$ cat src/rtl/fcg_pkg.sv
package fcg_pkg;
  localparam int MODE_W = 3;
  localparam int ADDR_W = 2;

  localparam logic [ADDR_W-1:0] ADDR_MODE   = 2'd0;
  localparam logic [ADDR_W-1:0] ADDR_DLY_LO = 2'd1;
  localparam logic [ADDR_W-1:0] ADDR_DLY_HI = 2'd2;

  typedef enum logic [MODE_W-1:0] {
    CAP_NONE      = 3'd0,
    CAP_QUARTER   = 3'd1,
    CAP_HALF      = 3'd2,
    CAP_HALF_ODD  = 3'd3,
    CAP_HALF_EVEN = 3'd4,
    CAP_ODD       = 3'd5,
    CAP_EVEN      = 3'd6,
    CAP_ALL       = 3'd7
  } capMode_e;

  typedef struct packed {
    logic modeWritten;
    logic fieldStrobe;
    logic fieldOdd;
  } ctrlStrobes_t;
endpackage

$ cat src/rtl/fcg_ctrl.sv
module fcg_ctrl
  import fcg_pkg::*;
#(
  parameter int DATA_W    = 8,
  parameter int DELAY_W   = 10,
  parameter int DELAY_RST = 10'h052
) (
  input  logic                clk,
  input  logic                rstN,
  input  logic                regWe,
  input  logic [ADDR_W-1:0]   regAddr,
  input  logic [DATA_W-1:0]   regWdata,
  input  logic                fieldStart,
  input  logic                fieldOdd,
  output capMode_e            mode,
  output logic [DELAY_W-1:0]  delayValue,
  output logic [DATA_W-1:0]   regRdata,
  output ctrlStrobes_t        strb
);
  localparam int HI_W = DELAY_W - DATA_W;
  localparam logic [DELAY_W-1:0] RST_VAL = DELAY_W'(DELAY_RST);

  logic [DATA_W-1:0] dlyLo;
  logic [HI_W-1:0]   dlyHi;
  logic              wrMode;

  assign wrMode = regWe && (regAddr == ADDR_MODE);

  always_ff @(posedge clk) begin
    if (!rstN) begin
      mode  <= CAP_NONE;
      dlyLo <= RST_VAL[DATA_W-1:0];
      dlyHi <= RST_VAL[DELAY_W-1:DATA_W];
    end else if (regWe) begin
      case (regAddr)
        ADDR_MODE:   mode  <= capMode_e'(regWdata[MODE_W-1:0]);
        ADDR_DLY_LO: dlyLo <= regWdata;
        ADDR_DLY_HI: dlyHi <= regWdata[HI_W-1:0];
        default: ;
      endcase
    end
  end

  always_comb begin
    regRdata = '0;
    case (regAddr)
      ADDR_MODE:   regRdata[MODE_W-1:0] = mode;
      ADDR_DLY_LO: regRdata = dlyLo;
      ADDR_DLY_HI: regRdata[HI_W-1:0] = dlyHi;
      default: ;
    endcase
  end

  assign delayValue       = {dlyHi, dlyLo};
  assign strb.modeWritten = wrMode;
  assign strb.fieldStrobe = fieldStart;
  assign strb.fieldOdd    = fieldOdd;
endmodule

$ cat src/rtl/fcg_datapath.sv
module fcg_datapath
  import fcg_pkg::*;
#(
  parameter int QUARTER_N = 4
) (
  input  logic         clk,
  input  logic         rstN,
  input  capMode_e     mode,
  input  ctrlStrobes_t strb,
  input  logic         pixValidIn,
  output logic         captureOn,
  output logic         pixValidOut
);
  localparam int CNT_W = $clog2(QUARTER_N);

  logic [CNT_W-1:0] cnt;
  logic [CNT_W-1:0] wrapAt;
  logic [CNT_W-1:0] cntNext;
  logic             decide;
  logic             advance;

  always_comb begin
    decide  = 1'b0;
    advance = 1'b0;
    wrapAt  = CNT_W'(1);
    case (mode)
      CAP_NONE: ;
      CAP_QUARTER: begin
        wrapAt  = CNT_W'(QUARTER_N - 1);
        decide  = (cnt == '0);
        advance = 1'b1;
      end
      CAP_HALF: begin
        decide  = (cnt == '0);
        advance = 1'b1;
      end
      CAP_HALF_ODD: begin
        decide  = strb.fieldOdd && (cnt == '0);
        advance = strb.fieldOdd;
      end
      CAP_HALF_EVEN: begin
        decide  = !strb.fieldOdd && (cnt == '0);
        advance = !strb.fieldOdd;
      end
      CAP_ODD:  decide = strb.fieldOdd;
      CAP_EVEN: decide = !strb.fieldOdd;
      CAP_ALL:  decide = 1'b1;
      default: ;
    endcase
    cntNext = (cnt >= wrapAt) ? '0 : cnt + CNT_W'(1);
  end

  always_ff @(posedge clk) begin
    if (!rstN) begin
      cnt       <= '0;
      captureOn <= 1'b0;
    end else begin
      if (strb.modeWritten) begin
        cnt <= '0;
      end else if (strb.fieldStrobe && advance) begin
        cnt <= cntNext;
      end
      if (strb.fieldStrobe) begin
        captureOn <= decide;
      end
    end
  end

  assign pixValidOut = pixValidIn & captureOn;
endmodule

$ cat src/rtl/fieldCaptureGate.sv
module fieldCaptureGate
  import fcg_pkg::*;
#(
  parameter int DATA_W    = 8,
  parameter int DELAY_W   = 10,
  parameter int DELAY_RST = 10'h052,
  parameter int QUARTER_N = 4
) (
  input  logic               clk,
  input  logic               rstN,
  input  logic               fieldStart,
  input  logic               fieldOdd,
  input  logic               pixValidIn,
  output logic               pixValidOut,
  output logic               captureOn,
  input  logic               regWe,
  input  logic [ADDR_W-1:0]  regAddr,
  input  logic [DATA_W-1:0]  regWdata,
  output logic [DATA_W-1:0]  regRdata,
  output logic [DELAY_W-1:0] delayValue
);
  capMode_e     mode;
  ctrlStrobes_t strb;

  fcg_ctrl #(
    .DATA_W(DATA_W), .DELAY_W(DELAY_W), .DELAY_RST(DELAY_RST)
  ) u_ctrl (
    .clk(clk), .rstN(rstN), .regWe(regWe), .regAddr(regAddr),
    .regWdata(regWdata), .fieldStart(fieldStart), .fieldOdd(fieldOdd),
    .mode(mode), .delayValue(delayValue), .regRdata(regRdata), .strb(strb)
  );

  fcg_datapath #(.QUARTER_N(QUARTER_N)) u_dp (
    .clk(clk), .rstN(rstN), .mode(mode), .strb(strb),
    .pixValidIn(pixValidIn), .captureOn(captureOn), .pixValidOut(pixValidOut)
  );
endmodule

$ cat config.mk
export PLATFORM = sky130hd
export DESIGN_NAME = fieldCaptureGate
export DESIGN_NICKNAME = d
export VERILOG_FILES = /design/src/rtl/fcg_pkg.sv /design/src/rtl/fcg_ctrl.sv /design/src/rtl/fcg_datapath.sv /design/src/rtl/fieldCaptureGate.sv
export SDC_FILE = /design/constraint.sdc
export NUM_CORES = 1
export LEC_CHECK = 0
export CAP_MARGIN = 5
export CORE_UTILIZATION = 60
export DETAILED_ROUTE_END_ITERATION = 12
export DONT_BUFFER_PORTS = 1
export PLACE_DENSITY = 0.76
export SLEW_MARGIN = 20
export SYNTH_ARGS = -nofsm -noshare
export SYNTH_HDL_FRONTEND = slang
export SYNTH_SLANG_ARGS = --single-unit
$ cat constraint.sdc
create_clock -name clk -period 1.39 [get_ports clk]
set_input_delay 0.2085 -clock clk [delete_from_list [all_inputs] [get_ports clk]]
set_output_delay 0.2085 -clock clk [all_outputs]
set_load 0.05 [all_outputs]
==> impl_metrics.yaml, run 1 <==
status:
  status: "complete, no violations"
setup_path:
  r2r_slack_ns: 0.15
  required_ns: 1.18
  crit_path_start_kind: "flip-flop"
  worstSetupPathType: "flip-flop to output pin"
  path_max_fanout: 8
  rr_startpoint: "u_ctrl.mode[0]"
  reg2reg_depth: 3
  endpoint_kind: "output pin"
  cp-startpoint: "u_ctrl.mode[1]"
  cp_data_arrival_time_ns: 1.13
  r2r-end: "u_dp.cnt[1]"
power:
  intPower_uw: 706
  ir_drop_mv: 0.678
  p_switching_uw: 290
  combPwrFrac: 0.199
  powerDensity_nw_per_um2: 903
  p_seq_frac: 0.489
  power.leakage_nw: 0.459
  clkPwrFrac: 0.312
  p_sw_frac: 0.291
synthesis:
  syn_nets: 122
  async_reset_ff_frac: 0
  syn_avg_cell_area_um2: 8.60
  yosysTopAreaCellShare: 0.358
  netlist_area_um2: 895
  netlist_instances: 104
  synth_top_cells_by_count: "dfxtp_1, nand3_1, nand2_1, mux2i_1, nor2b_1"
  synth_ff_type: "dfxtp_1"
  synth_area_leaders: "dfxtp_1, mux2i_1, nand3_1"
  yosysSeqAreaShare: 0.358
  synth-edff-count: 0
  yosys.cell_count.top_type: "dfxtp_1"
  ys_warn_count: 0
  synth.ff_latch_count: 16
  ys_types: 25
  synth_top_area_cell: "dfxtp_1"
timing:
  worst_pin_slew_ns: 0.379
  finalWorstSetupSlack_ns: 0.0543
  fin_crit_ns: 1.34
  drv_slew: 0
  post-route-period-util: 0.961
  finalHoldViolations: 0
  holdWs_ns: 0.0454
  max_slew_margin: 0.747
  fin_skew_ns: 0.00488
  rsz0062_at_grt: "no"
  setup_violations: 0
  fmax_mhz: 749
drt:
  via_per_inst: 5.86
  drt_iter0_drc: 14
  drtPass1Iterations: 4
  route.detailed.drc: 0
  ant_nets: 0
  routedWlPerCell_um: 14.8
  routed_wl_um: 1960
  routed-via-count: 774
place:
  hpwlAfterDp_um: 1400
  routabilityCongestion: 0.635
  dp_cells: 125
  placedInstanceArea_um2: 1030
  portBuffers: 0
  pre_cts_ws_ns: 0.138
finish:
  regArea_um2: 330
  final_layout_size_suffix_gt1_frac: 0.291
  syn_to_final_growth_pct: 23.2
  nets: 136
  fin_cells: 132
  fin_util: 0.816
  antenna_cells: 0
  final_area_um2: 1100
  fillers: 93
  multi_input_area_um2: 554
floorplan:
  die-height_um: 40.6
  die_w_um: 40.6
  die_area_um2: 1650
  start_util: 0.663
  coreArea_um2: 1350
  rows: 13
  io_pins: 36
clock_network:
  cts.sinks: 16
  cts_tree: "built"
  cts.clk_slew.worst_paths_ns: 0.10
  cts_max_level: 1
  clk_path_buf_depth: 2
  clockRootBuffer: "clkbuf_4"
  clk_latency_ns: 0.28
  cts_buffers: 3
grt:
  grt_pass1_wl_um: 2880
  grt_pass1_vias: 685
  antenna_found_initial: 0
  overflow: 0
  grt_usage: 0.264
  grt_max_degree: 18
hold_path:
  hp-start: "rstN"
  hold_path_class: "primary input to flip-flop"
  hold_end: "u_ctrl.mode[0]"
  min_path_cells: 1
run:
  maxCapViolCount: 0
==> worst max-delay path: stages (launching register included) <==
cell	delay, ns
dfxtp_4	0.40
mux2i_2	0.09
o21ai_4	0.35
==> registers in the layout, indices dropped and copies added, names as in the netlist <==
signal          count
u_ctrl.mode         3
u_ctrl.dlyHi        2
u_ctrl.dlyLo        8
u_dp.cnt            2
u_dp.captureOn      1
==> repair_timing <==
action                     4_1_cts  5_1_grt
setup buffers                    0        2
resized for setup                6        0
setup endpoints to repair        3        1
hold buffers                     1        0
hold endpoints to repair         3        0
pin swaps                        2        1
==> stage by stage <==
stage | power, mW | setup TNS, ns
global placement | 0.685 | 0
detailed placement | 0.690 | 0
CTS | 1.00 | 0
global route | 1.03 | 0
finish | 0.995 | 0
floorplan | 0.670 | -0.00574
==> worst max path at each step <==
stage,endpoint,depth (start not counted)
floorplan,regRdata[0],2
global placement,u_dp.cnt[0],3
detailed placement,u_dp.cnt[1],3
CTS,regRdata[0],2
global route,regRdata[1],2
finish,regRdata[1],2
==> logic make-up after synthesis <==
logic type               Yosys count  share of synthesized area
AND/OR/NAND/NOR                   54                      0.329
flip-flops                        16                      0.358
AO/OA/AOI/OAI                     11                     0.0965
buffers and inverters             10                     0.0671
multiplexers                      10                      0.112
adder cells (fa/ha/maj)            2                     0.0280
XOR/XNOR                           1                    0.00979
==> power groups by stage <==
| stage | logic (mW) | registers (mW) | clock network [mW] |
|---|---|---|---|
| after floorplan | 0.130 | 0.540 | 0 |
| after global placement | 0.187 | 0.498 | 0 |
| after detailed placement | 0.191 | 0.499 | 0 |
| after CTS | 0.196 | 0.487 | 0.318 |
| after global routing | 0.212 | 0.491 | 0.332 |
| final | 0.198 | 0.487 | 0.310 |
==> cell type report <==
| cell class | instances | share of cell area |
|---|---|---|
| flip-flops and latches | 16 | 0.300 |
| well taps | 15 | 0.0170 |
| clock buffers | 4 | 0.0329 |
| repair buffers | 17 | 0.141 |
| inverters | 2 | 0.00681 |
| multi-input cells | 78 | 0.503 |
==> layer usage <==
metal  routed length (µm)  vias to the layer above  track usage
met5                    0                        -            0
met4                   17                        0        0.125
met3                  113                        2       0.0435
met2                  973                       25        0.425
met1                  853                      360        0.342
li1                     -                      387            -
==> cell usage in the layout (no fill, tap or decap), types with 2 or more instances in the layout <==
| cell type | n |
|---|---|
| nand3_1 | 15 |
| buf_4 | 14 |
| nand2_1 | 12 |
| dfxtp_1 | 12 |
| mux2i_1 | 9 |
| nor2b_1 | 7 |
| and2_2 | 5 |
| a21boi_0 | 5 |
| nand3b_1 | 4 |
| nor2_1 | 3 |
| clkbuf_4 | 3 |
| inv_1 | 2 |
| o21ai_4 | 2 |
| nand2b_1 | 2 |
| ha_1 | 2 |
| buf_12 | 2 |
| dfxtp_2 | 2 |
| dfxtp_4 | 2 |
(Power assumes the default switching activity.)
==> run 2: changes to the inputs <==
--- a/config.mk
+++ b/config.mk
@@ -6,10 +6,10 @@
 export NUM_CORES = 1
 export LEC_CHECK = 0
 export CAP_MARGIN = 5
-export CORE_UTILIZATION = 60
+export CORE_UTILIZATION = 55
 export DETAILED_ROUTE_END_ITERATION = 12
 export DONT_BUFFER_PORTS = 1
-export PLACE_DENSITY = 0.76
+export PLACE_DENSITY = 0.7
 export SLEW_MARGIN = 20
 export SYNTH_ARGS = -nofsm -noshare
 export SYNTH_HDL_FRONTEND = slang
==> run 2 against run 1 <==
Compared with the run above: cell area is 1.1% lower; core utilization is 9.3 points lower; sequential share of layout area is 0.34 points higher; critical path depth stayed put; clock power is 23% lower; fmax is 0.43% lower; global-route usage is 2.6 points lower; largest cell class unchanged.
==> impl_metrics.yaml, run 2 (synthesis gave the netlist of run 1 again) <==
drt:
  routedWlPerCell_um: 14.4
  routed-via-count: 775
  routed_wl_um: 1900
  drtPass1Iterations: 5
  via_per_inst: 5.87
  ant_nets: 0
  drt_iter0_drc: 12
  route.detailed.drc: 0
timing:
  max_slew_margin: 0.746
  fin_crit_ns: 1.34
  fin_skew_ns: 0.00359
  finalHoldViolations: 0
  rsz0062_at_grt: "no"
  setup_tns_ns: 0
  setup_violations: 0
  post-route-period-util: 0.965
  fmax_mhz: 745
  worst_pin_slew_ns: 0.379
  drv_slew: 0
  holdWs_ns: 0.0522
finish:
  regArea_um2: 330
  top_regs: "u_ctrl.dlyLo x8, u_ctrl.mode x3"
  syn_to_final_growth_pct: 21.8
  final_layout_size_suffix_gt1_frac: 0.284
  layout_common_cells: "nand3_1, buf_4, nand2_1, dfxtp_1, mux2i_1"
  nets: 136
  mostFrequentLayoutCell: "nand3_1"
  final_area_um2: 1090
  largest_register: "u_ctrl.dlyLo"
  fillers: 127
  largest_reg_flops: 8
  multi_input_area_um2: 554
  antenna_cells: 0
floorplan:
  io_pins: 36
  start_util: 0.594
  die_area_um2: 1790
  coreArea_um2: 1510
  die-height_um: 42.3
  die_w_um: 42.3
  rows: 14
clock_network:
  cts_max_level: 1
  clockRootBuffer: "clkbuf_4"
  cts_setup_buffers: 0
  cts.sinks: 16
  clk_latency_ns: 0.28
  clk_path_buf_depth: 2
  cts_buffers: 3
  cts.clk_slew.worst_paths_ns: 0.09
  cts_tree: "built"
grt:
  grt_pass1_vias: 747
  antenna_found_initial: 0
  grt_max_degree: 18
  overflow: 0
  grt_usage: 0.239
  grt_pass1_wl_um: 3190
power:
  ir_drop_mv: 0.635
  p_total_uw: 924
  powerDensity_nw_per_um2: 848
  power.leakage_nw: 0.451
place:
  hpwlAfterDp_um: 1380
  portBuffers: 0
  placedInstanceArea_um2: 1040
  routabilityCongestion: 0.734
status:
  status: "complete, no violations"
setup_path:
  worstSetupPathType: "flip-flop to output pin"
  crit_path_start_kind: "flip-flop"
  path_max_fanout: 8
  cp_data_arrival_time_ns: 1.13
  required_ns: 1.18
  reg2reg_depth: 3
  endpoint_kind: "output pin"
hold_path:
  min_path_cells: 1
  hold_path_class: "primary input to flip-flop"
run:
  maxCapViolCount: 0
[run 2: changes by cell type in the layout (fill, tap and decap cells not counted), sizes merged]
| cell | change |
|---|---|
| clkbuf | -1 |
[run 2: routing by layer]
metal / part of all wire / global-route usage / up-vias
li1: - / - / 381
met1: 0.46 / 0.302 / 366
met2: 0.46 / 0.372 / 24
met3: 0.065 / 0.0560 / 4
met4: 0.019 / 0.131 / 0
met5: 0 / 0 / -
[run 2: final cells by class]
cell class              instances  share of cell area
well taps                      16              0.0184
flip-flops and latches         16               0.303
inverters                       2             0.00689
repair buffers                 17               0.142
multi-input cells              78               0.509
clock buffers                   3              0.0207
[run 2: report_power, final]
group          switching (mW)  total (mW)  internal [mW]  leakage [nW]
clock                   0.138       0.239          0.101        0.0138
combinational           0.124       0.198         0.0742         0.304
sequential             0.0139       0.487          0.473         0.133
total                   0.276       0.924          0.648         0.451
[run 2: repair_timing]
action,CTS,global route
hold buffers,1,0
hold endpoints to repair,3,0
setup endpoints to repair,3,2
cloned,0,0
resized for setup,5,1
pin swaps,2,2
[run 2: final timing paths]
check                                       to      startpoint  slack, ns
worst max-delay path               regRdata[1]  u_ctrl.mode[1]       0.05
worst min-delay path            u_ctrl.mode[1]            rstN       0.05
worst max register to register     u_dp.cnt[1]  u_ctrl.mode[0]       0.17
worst min register to register     u_dp.cnt[1]     u_dp.cnt[1]       0.50
[run 2: critical path, stage by stage (launching register included)]
cell,delay (ns)
dfxtp_4,0.39
mux2i_1,0.11
o21ai_4,0.34
[run 2: metrics by stage]
| step | util | instances | worst slack (ns) |
|---|---|---|---|
| global placement | 0.694 | 128 | 0.180 |
| detailed placement | 0.694 | 128 | 0.135 |
| CTS | 0.721 | 132 | 0.0105 |
| floorplan | - | 104 | -0.00574 |
| finish | 0.723 | 132 | 0.0486 |
| global route | 0.723 | 132 | 0.00237 |
==> run 3: changes to the inputs <==
==> constraint.sdc (replaced) <==
create_clock -name clk -period 1.39 [get_ports clk]
set_input_delay 0.139 -clock clk [delete_from_list [all_inputs] [get_ports clk]]
set_output_delay 0.139 -clock clk [all_outputs]
set_load 0.05 [all_outputs]
==> run 3 against run 2 <==
Compared with the run above: fmax increased by 5.4%; die area unchanged; combinational power increased by 25%; clock power increased by 3%; total power increased by 6.8%; largest cell class unchanged.
==> impl_metrics.yaml, run 3 (synthesis gave the netlist of run 1 again) <==
status:
  status: "complete, no violations"
floorplan:
  coreArea_um2: 1510
  die-height_um: 42.3
  rows: 14
  start_util: 0.594
  die_area_um2: 1790
  io_pins: 36
  die_w_um: 42.3
drt:
  drt_iter0_drc: 14
  ant_nets: 0
  routed_wl_um: 2110
  via_per_inst: 5.64
  drtPass1Iterations: 4
  routedWlPerCell_um: 14.5
  routed-via-count: 818
  route.detailed.drc: 0
timing:
  finalHoldViolations: 0
  worst_pin_slew_ns: 0.500
  drv_slew: 0
  max_slew_margin: 0.665
  setup_violations: 0
  rsz0062_at_grt: "no"
  finalWorstSetupSlack_ns: 0.117
  fin_skew_ns: 0.00301
  fmax_mhz: 785
  post-route-period-util: 0.916
  fin_crit_ns: 1.27
setup_path:
  critPathMaxStageDelay_ns: 0.42
  slowest_stage: "dfxtp_2"
  path_max_fanout: 8
  worstSetupPathType: "flip-flop to output pin"
  crit_chain: "mux2i_1 > o21ai_4 > buf_12"
  required_ns: 1.25
  cp_data_arrival_time_ns: 1.13
  crit_path_start_kind: "flip-flop"
  endpoint_kind: "output pin"
  r2r_slack_ns: 0.17
clock_network:
  cts.sinks: 16
  clk_path_buf_depth: 2
  cts_tree: "built"
  cts_max_level: 1
  clk_latency_ns: 0.29
  clockRootBuffer: "clkbuf_4"
  cts_buffers: 3
  cts.clk_slew.worst_paths_ns: 0.09
grt:
  overflow: 0
  antenna_found_initial: 0
  grt_usage: 0.256
  grt_max_degree: 17
  grt_pass1_vias: 780
  grt_pass1_wl_um: 3350
finish:
  nets: 149
  fillers: 90
  regArea_um2: 324
  final_layout_size_suffix_gt1_frac: 0.240
  layout_common_cells: "nand3_1, dfxtp_1, nand2_1, buf_4, mux2i_1"
  fin_util: 0.841
  antenna_cells: 0
  largest_reg_flops: 8
  mostFrequentLayoutCell: "nand3_1"
  top_regs: "u_ctrl.dlyLo x8, u_ctrl.mode x3"
  syn_to_final_growth_pct: 41.5
  final_area_um2: 1270
  largest_register: "u_ctrl.dlyLo"
  multi_input_area_um2: 532
place:
  placedInstanceArea_um2: 1150
  hpwlAfterDp_um: 1390
  routabilityCongestion: 0.852
  portBuffers: 0
  pre_cts_ws_ns: 0.156
power:
  powerDensity_nw_per_um2: 779
  power.leakage_nw: 0.529
  ir_drop_mv: 0.688
hold_path:
  hold_path_class: "primary input to flip-flop"
run:
  maxCapViolCount: 0
==> run 3: cell types whose count changed in the layout (fill, tap and decap cells not counted), moves of 2 or more <==
cell	delta
and2_1	+5
buf_4	-2
and2_2	-5
dlygate4sd3_1	+8
buf_12	+7
dfxtp_4	-2
==> run 3: final cells by class <==
| cell class | instances | area share |
|---|---|---|
| Clock buffer | 3 | 0.0178 |
| Inverter | 2 | 0.00593 |
| Multi-Input combinational cell | 78 | 0.420 |
| Sequential cell | 16 | 0.256 |
| Tap cell | 16 | 0.0158 |
| Timing Repair Buffer | 30 | 0.285 |
==> run 3: where the power goes <==
group / leakage, nW / switching [mW] / internal (mW)
combinational: 0.384 / 0.137 / 0.111
sequential: 0.132 / 0.0155 / 0.476
clock: 0.0138 / 0.147 / 0.101
total: 0.529 / 0.299 / 0.687
==> run 3: routing by layer <==
layer | share of wire | global-route usage | vias to the layer above
li1 | - | - | 406
met1 | 0.40 | 0.274 | 380
met2 | 0.53 | 0.458 | 28
met3 | 0.053 | 0.0776 | 4
met4 | 0.013 | 0.113 | 0
met5 | 0 | 0 | -
==> run 3: timing repair <==
item / in CTS / in global routing
buffers inserted: 0 / 0
endpoints found under the hold margin: 15 / 2
hold buffers: 7 / 2
endpoints found under the setup margin: 0 / 3
resized for setup: 0 / 3
==> run 3: worst paths after layout <==
check | startpoint | end | depth (start not counted)
hold / removal | fieldStart | u_dp.captureOn | 2
setup reg to reg | u_dp.cnt[0] | u_dp.captureOn | 5
setup / recovery | u_ctrl.mode[1] | regRdata[1] | 3
hold reg to reg | u_ctrl.dlyLo[7] | u_ctrl.dlyLo[7] | 2
==> run 3: critical path: cells and delay by family, from the launching register on <==
family                 cells  cell delay [ns]
AOI/OAI and AO/OA          1             0.15
buffers and inverters      1             0.15
DFF                        1             0.42
muxes                      1             0.13
==> run 3: through the flow <==
step	hold WS, ns	power (mW)	instances	setup TNS [ns]
after floorplan	0.287	0.666	104	-0.0121
after global placement	0.213	0.716	133	0
after detailed placement	0.217	0.722	133	0
after CTS	0.00269	0.985	143	0
after global routing	0.00241	1.03	145	0
final	0.00486	0.987	145	0
